## src/rtl/rs485_dir_pkg.sv

```systemverilog
package rs485_dir_pkg;

    typedef enum logic [1:0] {
        ST_IDLE = 2'd0,
        ST_PRE  = 2'd1,
        ST_SEND = 2'd2,
        ST_POST = 2'd3
    } dir_state_e;

    typedef struct packed {
        logic rts_send;
        logic rts_after;
        logic rx_during_tx;
    } dir_cfg_t;

    typedef struct packed {
        logic rts;
        logic rx_en;
        logic go;
    } dir_out_t;

    function automatic dir_out_t drive_for(dir_state_e st, dir_cfg_t cfg);
        dir_out_t o;
        o.rts   = (st == ST_IDLE) ? cfg.rts_after : cfg.rts_send;
        o.rx_en = (st == ST_IDLE) ? 1'b1 : cfg.rx_during_tx;
        o.go    = (st == ST_SEND);
        return o;
    endfunction

endpackage

```

## src/rtl/rs485_bit_delay.sv

```systemverilog
module rs485_bit_delay #(
    parameter int DLY_W = 4
) (
    input  logic             clk,
    input  logic             rst,
    input  logic             load,
    input  logic [DLY_W-1:0] load_val,
    input  logic             tick,
    output logic             expired
);
    localparam logic [DLY_W-1:0] ONE = DLY_W'(1);

    logic [DLY_W-1:0] cnt;

    always_ff @(posedge clk) begin
        if (rst) begin
            cnt <= '0;
        end else if (load) begin
            cnt <= load_val;
        end else if (tick && cnt != '0) begin
            cnt <= cnt - ONE;
        end
    end

    assign expired = tick && (cnt == ONE);

    AST_CNT_HOLDS_NO_TICK: assert property (@(posedge clk) disable iff (rst)
        (!load && !tick) |=> $stable(cnt));

endmodule

```

## src/rtl/rs485_dir_fsm.sv

```systemverilog
module rs485_dir_fsm
    import rs485_dir_pkg::*;
#(
    parameter int DLY_W = 4
) (
    input  logic             clk,
    input  logic             rst,
    input  logic             mode_en,
    input  logic             tx_req,
    input  logic             tx_idle,
    input  logic             dly_expired,
    input  logic [DLY_W-1:0] pre_dly,
    input  logic [DLY_W-1:0] post_dly,
    input  dir_cfg_t         cfg,
    output logic             dly_load,
    output logic [DLY_W-1:0] dly_val,
    output dir_out_t         drv
);
    dir_state_e st, st_nx;

    always_comb begin
        st_nx    = st;
        dly_load = 1'b0;
        dly_val  = pre_dly;
        unique case (st)
            ST_IDLE: if (tx_req) begin
                dly_load = 1'b1;
                st_nx    = (pre_dly == '0) ? ST_SEND : ST_PRE;
            end
            ST_PRE: if (dly_expired) st_nx = ST_SEND;
            ST_SEND: if (tx_idle && !tx_req) begin
                dly_load = 1'b1;
                dly_val  = post_dly;
                st_nx    = (post_dly == '0) ? ST_IDLE : ST_POST;
            end
            ST_POST: begin
                if (tx_req)           st_nx = ST_SEND;
                else if (dly_expired) st_nx = ST_IDLE;
            end
            default: st_nx = ST_IDLE;
        endcase
        if (!mode_en) st_nx = ST_IDLE;
    end

    always_ff @(posedge clk) begin
        if (rst) st <= ST_IDLE;
        else     st <= st_nx;
    end

    assign drv = drive_for(st, cfg);

    AST_RETRIGGER_NO_TOGGLE: assert property (@(posedge clk) disable iff (rst)
        (mode_en && st == ST_POST && tx_req) |=> (drv.go && $stable(drv.rts)));

    AST_END_NEEDS_IDLE: assert property (@(posedge clk) disable iff (rst)
        (mode_en && st == ST_SEND && !(tx_idle && !tx_req)) |=> drv.go);

    AST_IDLE_STAYS_QUIET: assert property (@(posedge clk) disable iff (rst)
        (st == ST_IDLE && !tx_req) |=> !drv.go);

    AST_PRE_WAITS_TICK: assert property (@(posedge clk) disable iff (rst)
        (mode_en && st == ST_PRE && !dly_expired) |=> !drv.go);

endmodule

```

## src/rtl/rs485_dir_ctrl.sv

```systemverilog
module rs485_dir_ctrl
    import rs485_dir_pkg::*;
#(
    parameter int DLY_W = 4
) (
    input  logic             clk,
    input  logic             rst,
    input  logic             mode_en,
    input  logic             flow_rts,
    input  logic             tx_req,
    input  logic             tx_idle,
    input  logic             bit_tick,
    input  logic             cfg_rts_send,
    input  logic             cfg_rts_after,
    input  logic             cfg_rx_during_tx,
    input  logic [DLY_W-1:0] cfg_pre_dly,
    input  logic [DLY_W-1:0] cfg_post_dly,
    output logic             tx_go,
    output logic             rts_out,
    output logic             rx_en
);
    dir_cfg_t         cfg;
    dir_out_t         drv;
    logic             dly_load;
    logic [DLY_W-1:0] dly_val;
    logic             dly_expired;

    assign cfg = '{rts_send: cfg_rts_send, rts_after: cfg_rts_after,
                   rx_during_tx: cfg_rx_during_tx};

    rs485_dir_fsm #(.DLY_W(DLY_W)) u_fsm (
        .clk        (clk),
        .rst        (rst),
        .mode_en    (mode_en),
        .tx_req     (tx_req),
        .tx_idle    (tx_idle),
        .dly_expired(dly_expired),
        .pre_dly    (cfg_pre_dly),
        .post_dly   (cfg_post_dly),
        .cfg        (cfg),
        .dly_load   (dly_load),
        .dly_val    (dly_val),
        .drv        (drv)
    );

    rs485_bit_delay #(.DLY_W(DLY_W)) u_dly (
        .clk     (clk),
        .rst     (rst),
        .load    (dly_load),
        .load_val(dly_val),
        .tick    (bit_tick),
        .expired (dly_expired)
    );

    assign rts_out = mode_en ? drv.rts   : flow_rts;
    assign rx_en   = mode_en ? drv.rx_en : 1'b1;
    assign tx_go   = mode_en ? drv.go    : 1'b1;

    AST_RTS_FROM_ONE_SOURCE: assert property (@(posedge clk) disable iff (rst)
        mode_en |-> (rts_out == cfg_rts_send || rts_out == cfg_rts_after));

    AST_RX_ON_WHEN_QUIET: assert property (@(posedge clk) disable iff (rst)
        !tx_go |-> rx_en || !cfg_rx_during_tx == !rx_en);

endmodule

```

## config.mk

```make
export PLATFORM = sky130hd
export DESIGN_NAME = rs485_dir_ctrl
export DESIGN_NICKNAME = d
export VERILOG_FILES = /design/src/rtl/rs485_dir_pkg.sv /design/src/rtl/rs485_bit_delay.sv /design/src/rtl/rs485_dir_fsm.sv /design/src/rtl/rs485_dir_ctrl.sv
export SDC_FILE = /design/constraint.sdc
export NUM_CORES = 1
export LEC_CHECK = 0
export BUFFER_PORTS_ARGS = -buffer_cell sky130_fd_sc_hd__buf_2
export CORE_MARGIN = 10
export CORE_UTILIZATION = 30
export CTS_BUF_LIST = sky130_fd_sc_hd__clkbuf_16
export CTS_CLUSTER_DIAMETER = 30
export CTS_CLUSTER_SIZE = 40
export DETAILED_ROUTE_END_ITERATION = 10
export PLACE_DENSITY = 0.57
export SETUP_SLACK_MARGIN = 0.4
export SLEW_MARGIN = 5
export SYNTH_ARGS = -nofsm -noshare
export SYNTH_HDL_FRONTEND = slang
export SYNTH_SLANG_ARGS = --single-unit
```

## constraint.sdc

```tcl
create_clock -name clk -period 2.17 [get_ports clk]
set_clock_uncertainty 0.2 [all_clocks]
set_input_delay 0.3255 -clock clk [delete_from_list [all_inputs] [get_ports clk]]
set_output_delay 0.3255 -clock clk [all_outputs]
set_load 0.01 [all_outputs]
```

==> out/metrics.yaml, run 1 <==
run_status:
  status: "finished, final reports clean"
drt:
  drc: 0
  ant_nets: 0
  drtPass1Iterations: 5
  wl_per_cell_um: 13.0
  num_vias: 567
  wl_um: 1500
  drt_iter0_markers: 3
  via_per_inst: 4.93
min_path:
  min-delay-start: "rst"
  holdCritPathClass: "input port to flip-flop"
  holdPathEnd: "u_dly.cnt[3]"
  hold_path_depth: 2
floorplanning:
  rows: 15
  die-area_mm2: 0.00396
  dieWidth_um: 62.9
  die_h_um: 62.9
  initial_utilization: 0.317
  io_pins: 21
  coreArea_mm2: 0.00175
global_route:
  grt_max_degree: 12
  grt_pass1_wl_um: 2430
  antenna_found_initial: 0
  grt_pass1_vias: 560
  grt_util_all_layers: 0.0776
  grt_remaining_overflow: 0
clock_tree:
  clock-sinks: 6
  clkTransAtPathRegs_ns: 0.03
  cts_buffers: 3
  clock_latency_ns: 0.23
  ctsHoldBuffers: 0
  cts_tree: "built"
  clockBufferDepth: 2
  root_buffer: "clkbuf_16"
  cts_max_level: 1
synth:
  ys_seq_area_frac: 0.217
  synth.avg_cell_area_um2: 8.38
  syn-cell-area_um2: 553
  syn_inst: 66
  ys_types: 33
  synth_ff_type: "dfxtp_1"
  synth_edf_count: 0
  ys_ff_latch: 6
  yosysWarnings: 0
  async_flop_share: 0
  synth_nets: 86
critical_path:
  crit_path_end_kind: "output port"
  start_kind: "flip-flop"
  r2r_start: "u_fsm.st[0]"
  ff2ff_path_depth: 6
  rrSetupSlack_ns: 0.48
  critPathKind: "flip-flop to output port"
  worstPathArrival_ns: 1.21
  required_ns: 1.64
  cp-startpoint: "u_fsm.st[0]"
  r2r_end: "u_dly.cnt[3]"
  critical_path.max_fanout: 4
sta:
  timing.final.crit_period_ns: 1.73
  timing.final.ws_setup_ns: 0.437
  fin_hold_ws_ns: 0.130
  tightestPinTransition_ns: 0.409
  final-max-slew-violation-count: 0
  relSlewSlack: 0.726
  finalHoldViolations: 0
  setup_tns_ns: 0
  rsz0062_at_grt: "yes"
  fin_crit_sh: 0.799
  setup_viol: 0
  fmax_mhz: 577
placed_design:
  io_buffers: 20
  dp_slack_ns: 0.372
  gp_congestion: 0.796
  dpl.hpwl_um: 1190
cells_and_area:
  areaGrowthSynthToFinish_pct: 46.4
  mostFrequentLayoutCell: "buf_2"
  drive_gt1_frac: 0.511
  insertedDiodeCount: 0
  fin_nets: 112
  final_cell_mix: "buf_2, a21oi_1"
pwr:
  vdd_drop_max_uv: 322
  powerDensity_mw_per_mm2: 727
  power_w: 0.000588
  p_leak_nw: 0.334
job:
  max_cap_viol_count: 0
[sequential cells by signal (all words and copies together), names as in the netlist]
signal	count
u_dly.cnt	4
u_fsm.st	2
[logic make-up (layout without fill, tap and decap cells)]
group                    count (synthesis)  count (layout)  share of synthesized area
AO/OA/AOI/OAI                           22              22                      0.290
XOR/XNOR                                 1               1                     0.0158
adder cells (fa/ha/maj)                  2               2                     0.0452
buffers and inverters                    7              31                     0.0633
flip-flops                               6               6                      0.217
multiplexers                             2               2                     0.0385
AND/OR/NAND/NOR                         26              26                      0.330
[cells in the mapped netlist, drive strengths merged (2+ instances only)]
| master | n | share of area |
|---|---|---|
| nand2 | 3 | 0.020 |
| dfxtp | 6 | 0.22 |
| a21oi | 6 | 0.054 |
| a211oi | 7 | 0.11 |
| nor3 | 2 | 0.027 |
| nor2b | 4 | 0.045 |
| buf | 3 | 0.036 |
| inv | 4 | 0.027 |
| ha | 2 | 0.045 |
| nor4 | 2 | 0.023 |
| nor2 | 4 | 0.041 |
| o21ai | 5 | 0.045 |
| nand2b | 4 | 0.045 |
[power breakdown]
group          switching, W  internal (W)  total, W
sequential        0.0000121      0.000124  0.000136
combinational     0.0000778     0.0000769  0.000155
clock             0.0000615      0.000236  0.000298
total              0.000151      0.000437  0.000588
[worst max-delay path: stages (launching register included)]
cell and delay, ns:
dfxtp_4 0.35, nor2_2 0.05, or3b_2 0.43, buf_2 0.15
[cell type report]
cell class | instances | area (um^2)
Fill cell | 166 | 936
Tap cell | 25 | 31.3
Multi-Input combinational cell | 53 | 418
Timing Repair Buffer | 24 | 143
Clock buffer | 3 | 75.1
Sequential cell | 6 | 128
Inverter | 4 | 15.0
[repair_timing]
item,CTS,global route
endpoints found under the setup margin,2,6
setup buffers,2,1
cloned,0,0
pin swaps,0,2
resized for setup,4,5
[through the flow]
step / area [um^2] / std cells / utilization
final: 810 / 115 / 0.464
after global routing: 810 / 115 / 0.464
after CTS: 769 / 114 / 0.441
after detailed placement: 672 / 109 / 0.385
after global placement: 672 / 109 / 0.385
after floorplan: 553 / 66 / -
[how the worst max path moves through the flow]
stage	endpoint	slack, ns
after floorplan	u_dly.cnt[2]	0.56
after global placement	rx_en	0.39
final	rx_en	0.44
after global routing	u_dly.cnt[2]	0.35
after detailed placement	rx_en	0.37
after CTS	rx_en	0.41
[metal layers]
metal	wire, um	track usage	vias up	share of wire
met1	764	0.0914	245	0.51
met4	50	0.0754	0	0.033
met2	610	0.103	19	0.41
li1	-	-	299	-
met3	73	0.0287	4	0.049
met5	0	0	-	0
No activity file was read; power rests on OpenSTA's default activity.
==> run 2: changes to the inputs <==
--- a/config.mk
+++ b/config.mk
@@ -5,6 +5,7 @@
 export SDC_FILE = /design/constraint.sdc
 export NUM_CORES = 1
 export LEC_CHECK = 0
+export ABC_AREA = 1
 export BUFFER_PORTS_ARGS = -buffer_cell sky130_fd_sc_hd__buf_2
 export CORE_MARGIN = 10
 export CORE_UTILIZATION = 30
@@ -12,7 +13,7 @@
 export CTS_CLUSTER_DIAMETER = 30
 export CTS_CLUSTER_SIZE = 40
 export DETAILED_ROUTE_END_ITERATION = 10
-export PLACE_DENSITY = 0.57
+export PLACE_DENSITY = 0.58
 export SETUP_SLACK_MARGIN = 0.4
 export SLEW_MARGIN = 5
 export SYNTH_ARGS = -nofsm -noshare
==> constraint.sdc (replaced) <==
create_clock -name clk -period 1.55 [get_ports clk]
set_clock_uncertainty 0.2 [all_clocks]
set_input_delay 0.2325 -clock clk [delete_from_list [all_inputs] [get_ports clk]]
set_output_delay 0.2325 -clock clk [all_outputs]
set_load 0.01 [all_outputs]
==> run 2 against run 1 <==
Against the previous run:
- die area grew 8.6%
- flip-flop and latch count is the same
- sequential share of layout area shrank 2.9 points
- via count grew 39%
- setup slack lost 0.36 ns
- first-iteration DRC count grew to 10 times the previous value
- critical endpoint is now rts_out
- highest routed layer unchanged
==> out/metrics.yaml, run 2 <==
drt:
  num_vias: 790  # was 567
  drt_iter0_markers: 31  # was 3
  via_per_inst: 4.51  # was 4.93
  drc: 0  # unchanged
  wl_per_cell_um: 11.3  # was 13.0 um
  wl_um: 1970  # was 1500 um
  drtPass1Iterations: 4  # was 5
  ant_nets: 0  # unchanged
clock_tree:
  clockBufferDepth: 2  # unchanged
  clock-sinks: 6  # unchanged
  cts_tree: "built"  # unchanged
  clkTransAtPathRegs_ns: 0.03  # about the same
  cts_buffers: 3  # unchanged
  clock_latency_ns: 0.23  # about the same
  cts_max_level: 1  # unchanged
  root_buffer: "clkbuf_16"  # unchanged
  ctsHoldBuffers: 0  # unchanged
critical_path:
  rrSetupSlack_ns: 0.13  # was 0.48 ns
  r2r_end: "u_dly.cnt[3]"  # unchanged
  required_ns: 1.12  # was 1.64 ns
  critPathKind: "flip-flop to output port"  # unchanged
  path_cells: "inv_4, nand2_4, nor2_1, o21ai_1, buf_2"  # was nor2_2, or3b_2, buf_2
  start_kind: "flip-flop"  # unchanged
  r2r_start: "u_fsm.st[1]"  # was u_fsm.st[0]
  crit_path_end_kind: "output port"  # unchanged
  critical_path.max_fanout: 5  # was 4
  crit_path_top_delay_cell: "dfxtp_4"  # was or3b_2
  ff2ff_path_depth: 9  # was 6
  worstPathArrival_ns: 1.04  # was 1.21 ns
  cp_slowest_stage_delay_ns: 0.37  # was 0.43 ns
sta:
  setup_viol: 0  # unchanged
  fin_crit_sh: 0.950
  finalHoldViolations: 0  # unchanged
  relSlewSlack: 0.864  # was 0.726
  fmax_mhz: 679
  rsz0062_at_grt: "yes"  # unchanged
  timing.final.ws_setup_ns: 0.0780  # was 0.437 ns
  final-max-slew-violation-count: 0  # unchanged
  tightestPinTransition_ns: 0.203  # was 0.409 ns
  timing.final.crit_period_ns: 1.47
  setup_tns_ns: 0  # unchanged
synth:
  syn-cell-area_um2: 623  # was 553 um^2
  synth_top_area_cell: "nand2_1"  # was dfxtp_1
  async_flop_share: 0  # unchanged
  post-synth-top-count-cell: "nand2_1"
  ys_types: 17  # was 33
  ys_ff_latch: 6  # unchanged
  synth_area_leaders: "nand2_1, dfxtp_1, inv_1"  # was dfxtp_1, a211oi_1, a21oi_1
  syn_inst: 117  # was 66
  synth_nets: 137  # was 86
  synth.avg_cell_area_um2: 5.33  # was 8.38 um^2
  synth_common_cells: "nand2_1, inv_1, nor2_1"  # was a21oi_1, dfxtp_1, a211oi_1
  ys_seq_area_frac: 0.193  # was 0.217
  synth_top_area_share: 0.205  # was 0.217
  yosysWarnings: 0  # unchanged
  synth_ff_type: "dfxtp_1"  # unchanged
  synth_edf_count: 0  # unchanged
cells_and_area:
  fin_nets: 169  # was 112
  areaGrowthSynthToFinish_pct: 65.3  # was 46.4%
  insertedDiodeCount: 0  # unchanged
  drive_gt1_frac: 0.459  # was 0.511
  reg.largest.list: "u_dly.cnt: 4 flops, u_fsm.st: 2 flops"  # unchanged
  mostFrequentLayoutCell: "nand2_1"  # was buf_2
  fin_util: 0.525  # was 0.464
  final_cell_mix: "nand2_1, buf_2, inv_1, nor2_1, nand2_2"  # was buf_2, a21oi_1
  largest_reg_flops: 4  # unchanged
  largest-register: "u_dly.cnt"  # unchanged
global_route:
  grt_remaining_overflow: 0  # unchanged
  grt_max_degree: 8  # was 12
  grt_use_met1: 0.0915  # was 0.0914
  grt_pass1_wl_um: 2820  # was 2430 um
  grt_pass1_vias: 680  # was 560
  grt_util_met2: 0.138  # was 0.103
  antenna_found_initial: 0  # unchanged
  grt_util_all_layers: 0.0838  # was 0.0776
  top_usage_layer: "met2"  # unchanged
  grt_util_met3: 0.0237  # was 0.0287
min_path:
  min-delay-start: "rst"  # unchanged
  hold_path_depth: 3  # was 2
  holdCritPathClass: "input port to flip-flop"  # unchanged
  holdPathEnd: "u_dly.cnt[0]"  # was u_dly.cnt[3]
placed_design:
  dpl.hpwl_um: 1430  # was 1190 um
  dp_slack_ns: 0.152  # was 0.372 ns
  gp_congestion: 0.821  # was 0.796
  io_buffers: 20  # unchanged
floorplanning:
  initial_utilization: 0.318  # was 0.317
  io_pins: 21  # unchanged
  dieWidth_um: 65.6  # was 62.9 um
  coreArea_mm2: 0.00196  # was 0.00175 mm^2
  rows: 16  # was 15
  die_h_um: 65.6  # was 62.9 um
  die-area_mm2: 0.00430  # was 0.00396 mm^2
pwr:
  powerDensity_mw_per_mm2: 1070  # was 727 mW/mm^2
  vdd_drop_max_uv: 661  # was 322 uV
  p_leak_nw: 0.567  # was 0.334 nW
job:
  max_cap_viol_count: 0  # unchanged
run_status:
  status: "finished, final reports clean"  # unchanged
==> run 2: final cells by class <==
class,count,area (um^2)
clock inverters,1,3.75
multi-input cells,88,536
repair buffers,27,153
clock buffers,3,75.1
fillers,199,932
well taps,27,33.8
inverters,23,96.3
flip-flops and latches,6,133
==> run 2: repair_timing <==
item | in CTS | in global routing
endpoints found under the setup margin | 9 | 9
pin swaps | 12 | 14
setup buffers | 3 | 4
gates resized for setup | 21 | 12
==> run 2: cells by family after synthesis <==
kind of cell	count (synthesis)	share of synthesized area
flops	6	0.193
buf+inv	23	0.139
simple gates	74	0.528
fa+ha+maj	2	0.0402
compound gates	12	0.100
==> run 2: power breakdown <==
part	switching, W	internal, W
Combinational	0.000257	0.000198
Sequential	0.0000368	0.000185
Clock	0.0000878	0.000334
==> run 2: critical path, delay by kind of cell, from the launching register on <==
kind            cells  cell delay [ns]
simple gates        2             0.15
buf+inv             2             0.23
flops               1             0.37
compound gates      1             0.07
==> run 2: layer usage <==
layer  vias to the layer above  wire length (um)
met5                         -                 0
met4                         0                38
met3                         5               132
met2                        24               915
met1                       343               885
li1                        418                 -
==> run 2: metrics by stage <==
step,hold WS (ns),total power (W),std cells,instance area [um^2]
final,0.0873,0.00110,175,1030
after global routing,0.107,0.00117,175,1030
after CTS,0.0851,0.00104,171,963
after detailed placement,0.330,0.000532,164,785
after global placement,0.329,0.000535,164,785
after floorplan,0.188,0.000448,117,651
==> run 2: worst max path at each step <==
stage | startpoint | to | slack (ns)
floorplan | u_dly.cnt[0] | u_dly.cnt[0] | 0.30
finish | u_fsm.st[1] | rts_out | 0.08
global placement | tx_req | u_dly.cnt[0] | 0.19
global route | u_fsm.st[1] | rts_out | 0.04
detailed placement | tx_req | u_dly.cnt[0] | 0.15
CTS | u_fsm.st[0] | rts_out | 0.06
==> run 3: changes to the inputs <==
==> constraint.sdc (replaced) <==
create_clock -name clk -period 1.55 [get_ports clk]
set_clock_uncertainty 0.2 [all_clocks]
set_input_delay 0.2325 -clock clk [delete_from_list [all_inputs] [get_ports clk]]
set_output_delay 0.2325 -clock clk [all_outputs]
set_load 0.1 [all_outputs]
==> run 3 against run 2 <==
Against the previous run:
- the flow now finishes with violations (negative setup slack)
- hold slack worse by 0.0045 ns
- non-clock buffer count is 5 higher
- first-iteration DRC count is 29% higher
- cell area is 14% higher
- wire length is 20% higher
- total power is 10% higher
- critical path depth is 1 lower
- flip-flop and latch count stayed put
- via count is 5.2% higher
- final cell count is 2.9% higher
- setup slack worse by 0.10 ns
- sequential power hardly changed
- critical endpoint unchanged
- largest power group unchanged
- highest routed layer unchanged
==> out/metrics.yaml, run 3 (synthesis gave the netlist of run 2 again) <==
run_status:
  violations: "negative setup slack"
  status: "complete, but fails checks"  # was finished, final reports clean
floorplanning:
  initial_utilization: 0.318  # unchanged
  die_h_um: 65.6  # unchanged
  dieWidth_um: 65.6  # unchanged
  die-area_mm2: 0.00430  # unchanged
  io_pins: 21  # unchanged
  rows: 16  # unchanged
  coreArea_mm2: 0.00196  # unchanged
critical_path:
  worstPathArrival_ns: 1.14  # was 1.04 ns
  ff2ff_path_depth: 8  # was 9
  crit_path_end_kind: "output port"  # unchanged
  required_ns: 1.12  # about the same
  start_kind: "flip-flop"  # unchanged
  critical_path.max_fanout: 4  # was 5
  critPathKind: "flip-flop to output port"  # unchanged
global_route:
  antenna_found_initial: 0  # unchanged
  grt_pass1_vias: 849  # was 680
  grt_max_degree: 8  # unchanged
  grt_util_all_layers: 0.109  # was 0.0838
  grt_remaining_overflow: 0  # unchanged
  grt_pass1_wl_um: 3700  # was 2820 um
drt:
  ant_nets: 0  # unchanged
  wl_per_cell_um: 13.1  # was 11.3 um
  wl_um: 2360  # was 1970 um
  drtPass1Iterations: 4  # unchanged
  drc: 0  # unchanged
  num_vias: 831  # was 790
  drt_iter0_markers: 40  # was 31
  via_per_inst: 4.62  # was 4.51
placed_design:
  io_buffers: 20  # unchanged
  gp_congestion: 0.920  # was 0.821
  dp_slack_ns: 0.110  # was 0.152 ns
  dpl.hpwl_um: 1580  # was 1430 um
cells_and_area:
  fill_cells: 196  # was 199
  final_cell_mix: "nand2_1, inv_1, nor2_1, buf_2"  # was nand2_1, buf_2, inv_1, nor2_1, nand2_2
  mostFrequentLayoutCell: "nand2_1"  # unchanged
  reg.largest.list: "u_dly.cnt: 4 flops, u_fsm.st: 2 flops"  # unchanged
  drive_gt1_frac: 0.484  # was 0.459
  insertedDiodeCount: 0  # unchanged
  largest_reg_flops: 4  # unchanged
  largest-register: "u_dly.cnt"  # unchanged
  fin_nets: 174  # was 169
  areaGrowthSynthToFinish_pct: 88.8  # was 65.3%
sta:
  tightestPinTransition_ns: 0.243  # was 0.203 ns
  fmax_mhz: 634  # was 679 MHz
  final-max-slew-violation-count: 0  # unchanged
  finalHoldViolations: 0  # unchanged
  rsz0062_at_grt: "yes"  # unchanged
  timing.final.ws_setup_ns: -0.0267  # was 0.0780 ns
  timing.final.crit_period_ns: 1.58  # was 1.47 ns
  setup_viol: 1  # was 0
  fin_crit_sh: 1.02  # was 0.950
  relSlewSlack: 0.838  # was 0.864
  fin_hold_ws_ns: 0.0828  # was 0.0873 ns
clock_tree:
  clkTransAtPathRegs_ns: 0.04  # was 0.03 ns
  clockBufferDepth: 2  # unchanged
  root_buffer: "clkbuf_16"  # unchanged
  ctsHoldBuffers: 0  # unchanged
  cts_buffers: 3  # unchanged
  clock_latency_ns: 0.23  # about the same
  clock-sinks: 6  # unchanged
  cts_max_level: 1  # unchanged
  cts_tree: "built"  # unchanged
min_path:
  holdCritPathClass: "input port to flip-flop"  # unchanged
  hold_path_depth: 3  # unchanged
pwr:
  p_leak_nw: 0.632  # was 0.567 nW
  power_w: 0.00121  # was 0.00110 W
  vdd_drop_max_uv: 509  # was 661 uV
  powerDensity_mw_per_mm2: 1030  # was 1070 mW/mm^2
job:
  max_cap_viol_count: 0  # unchanged
## run 3: routing by layer
layer,vias to the layer above,track usage,share of wire
met1,378,0.102,0.38
met3,6,0.0169,0.025
met2,20,0.212,0.57
met4,0,0.0722,0.027
met5,-,0,0
li1,427,-,-
## run 3: critical path, cell delays in order, from the launching register on
cell and delay [ns]:
dfxtp_4 0.36, nor2_4 0.13, o21ai_2 0.07, o21ai_4 0.15, buf_12 0.19
## run 3: final cells by class
class	instances	area (um^2)	area share
inverter	23	93.8	0.0798
multi-input combinational	88	586	0.498
tap	27	33.8	0.0287
clock inverter	1	3.75	0.00319
timing repair buffer	32	254	0.216
clock buffer	3	75.1	0.0638
sequential	6	130	0.111
## run 3: path summary, 6_finish.rpt
check | from | endpoint | slack (ns)
hold reg to reg | u_dly.cnt[0] | u_dly.cnt[0] | 0.36
setup / recovery | u_fsm.st[1] | rts_out | -0.03
hold / removal | rst | u_dly.cnt[0] | 0.08
setup reg to reg | u_fsm.st[1] | u_fsm.st[1] | 0.07
## run 3: what timing repair did
action / 4_1_cts / 5_1_grt
setup buffers: 9 / 3
gates resized for setup: 24 / 11
hold endpoints to repair: 0 / 0
pin swaps: 16 / 16
setup endpoints to repair: 9 / 9
## run 3: metrics by stage
step	util	instances	instance area (um^2)	TNS, ns
2_1_floorplan	-	117	698	-0.00868
3_3_place_gp	0.447	164	877	0
3_5_place_dp	0.447	164	877	0
4_1_cts	0.562	177	1100	-0.0258
5_1_grt	0.599	180	1180	-0.0516
6_report	0.599	180	1180	-0.0267
## run 3: report_power, final
part,total [W],switching [W],internal [W]
sequential,0.000219,0.0000351,0.000184
clock,0.000441,0.000104,0.000336
combinational,0.000552,0.000318,0.000234
total,0.00121,0.000458,0.000755
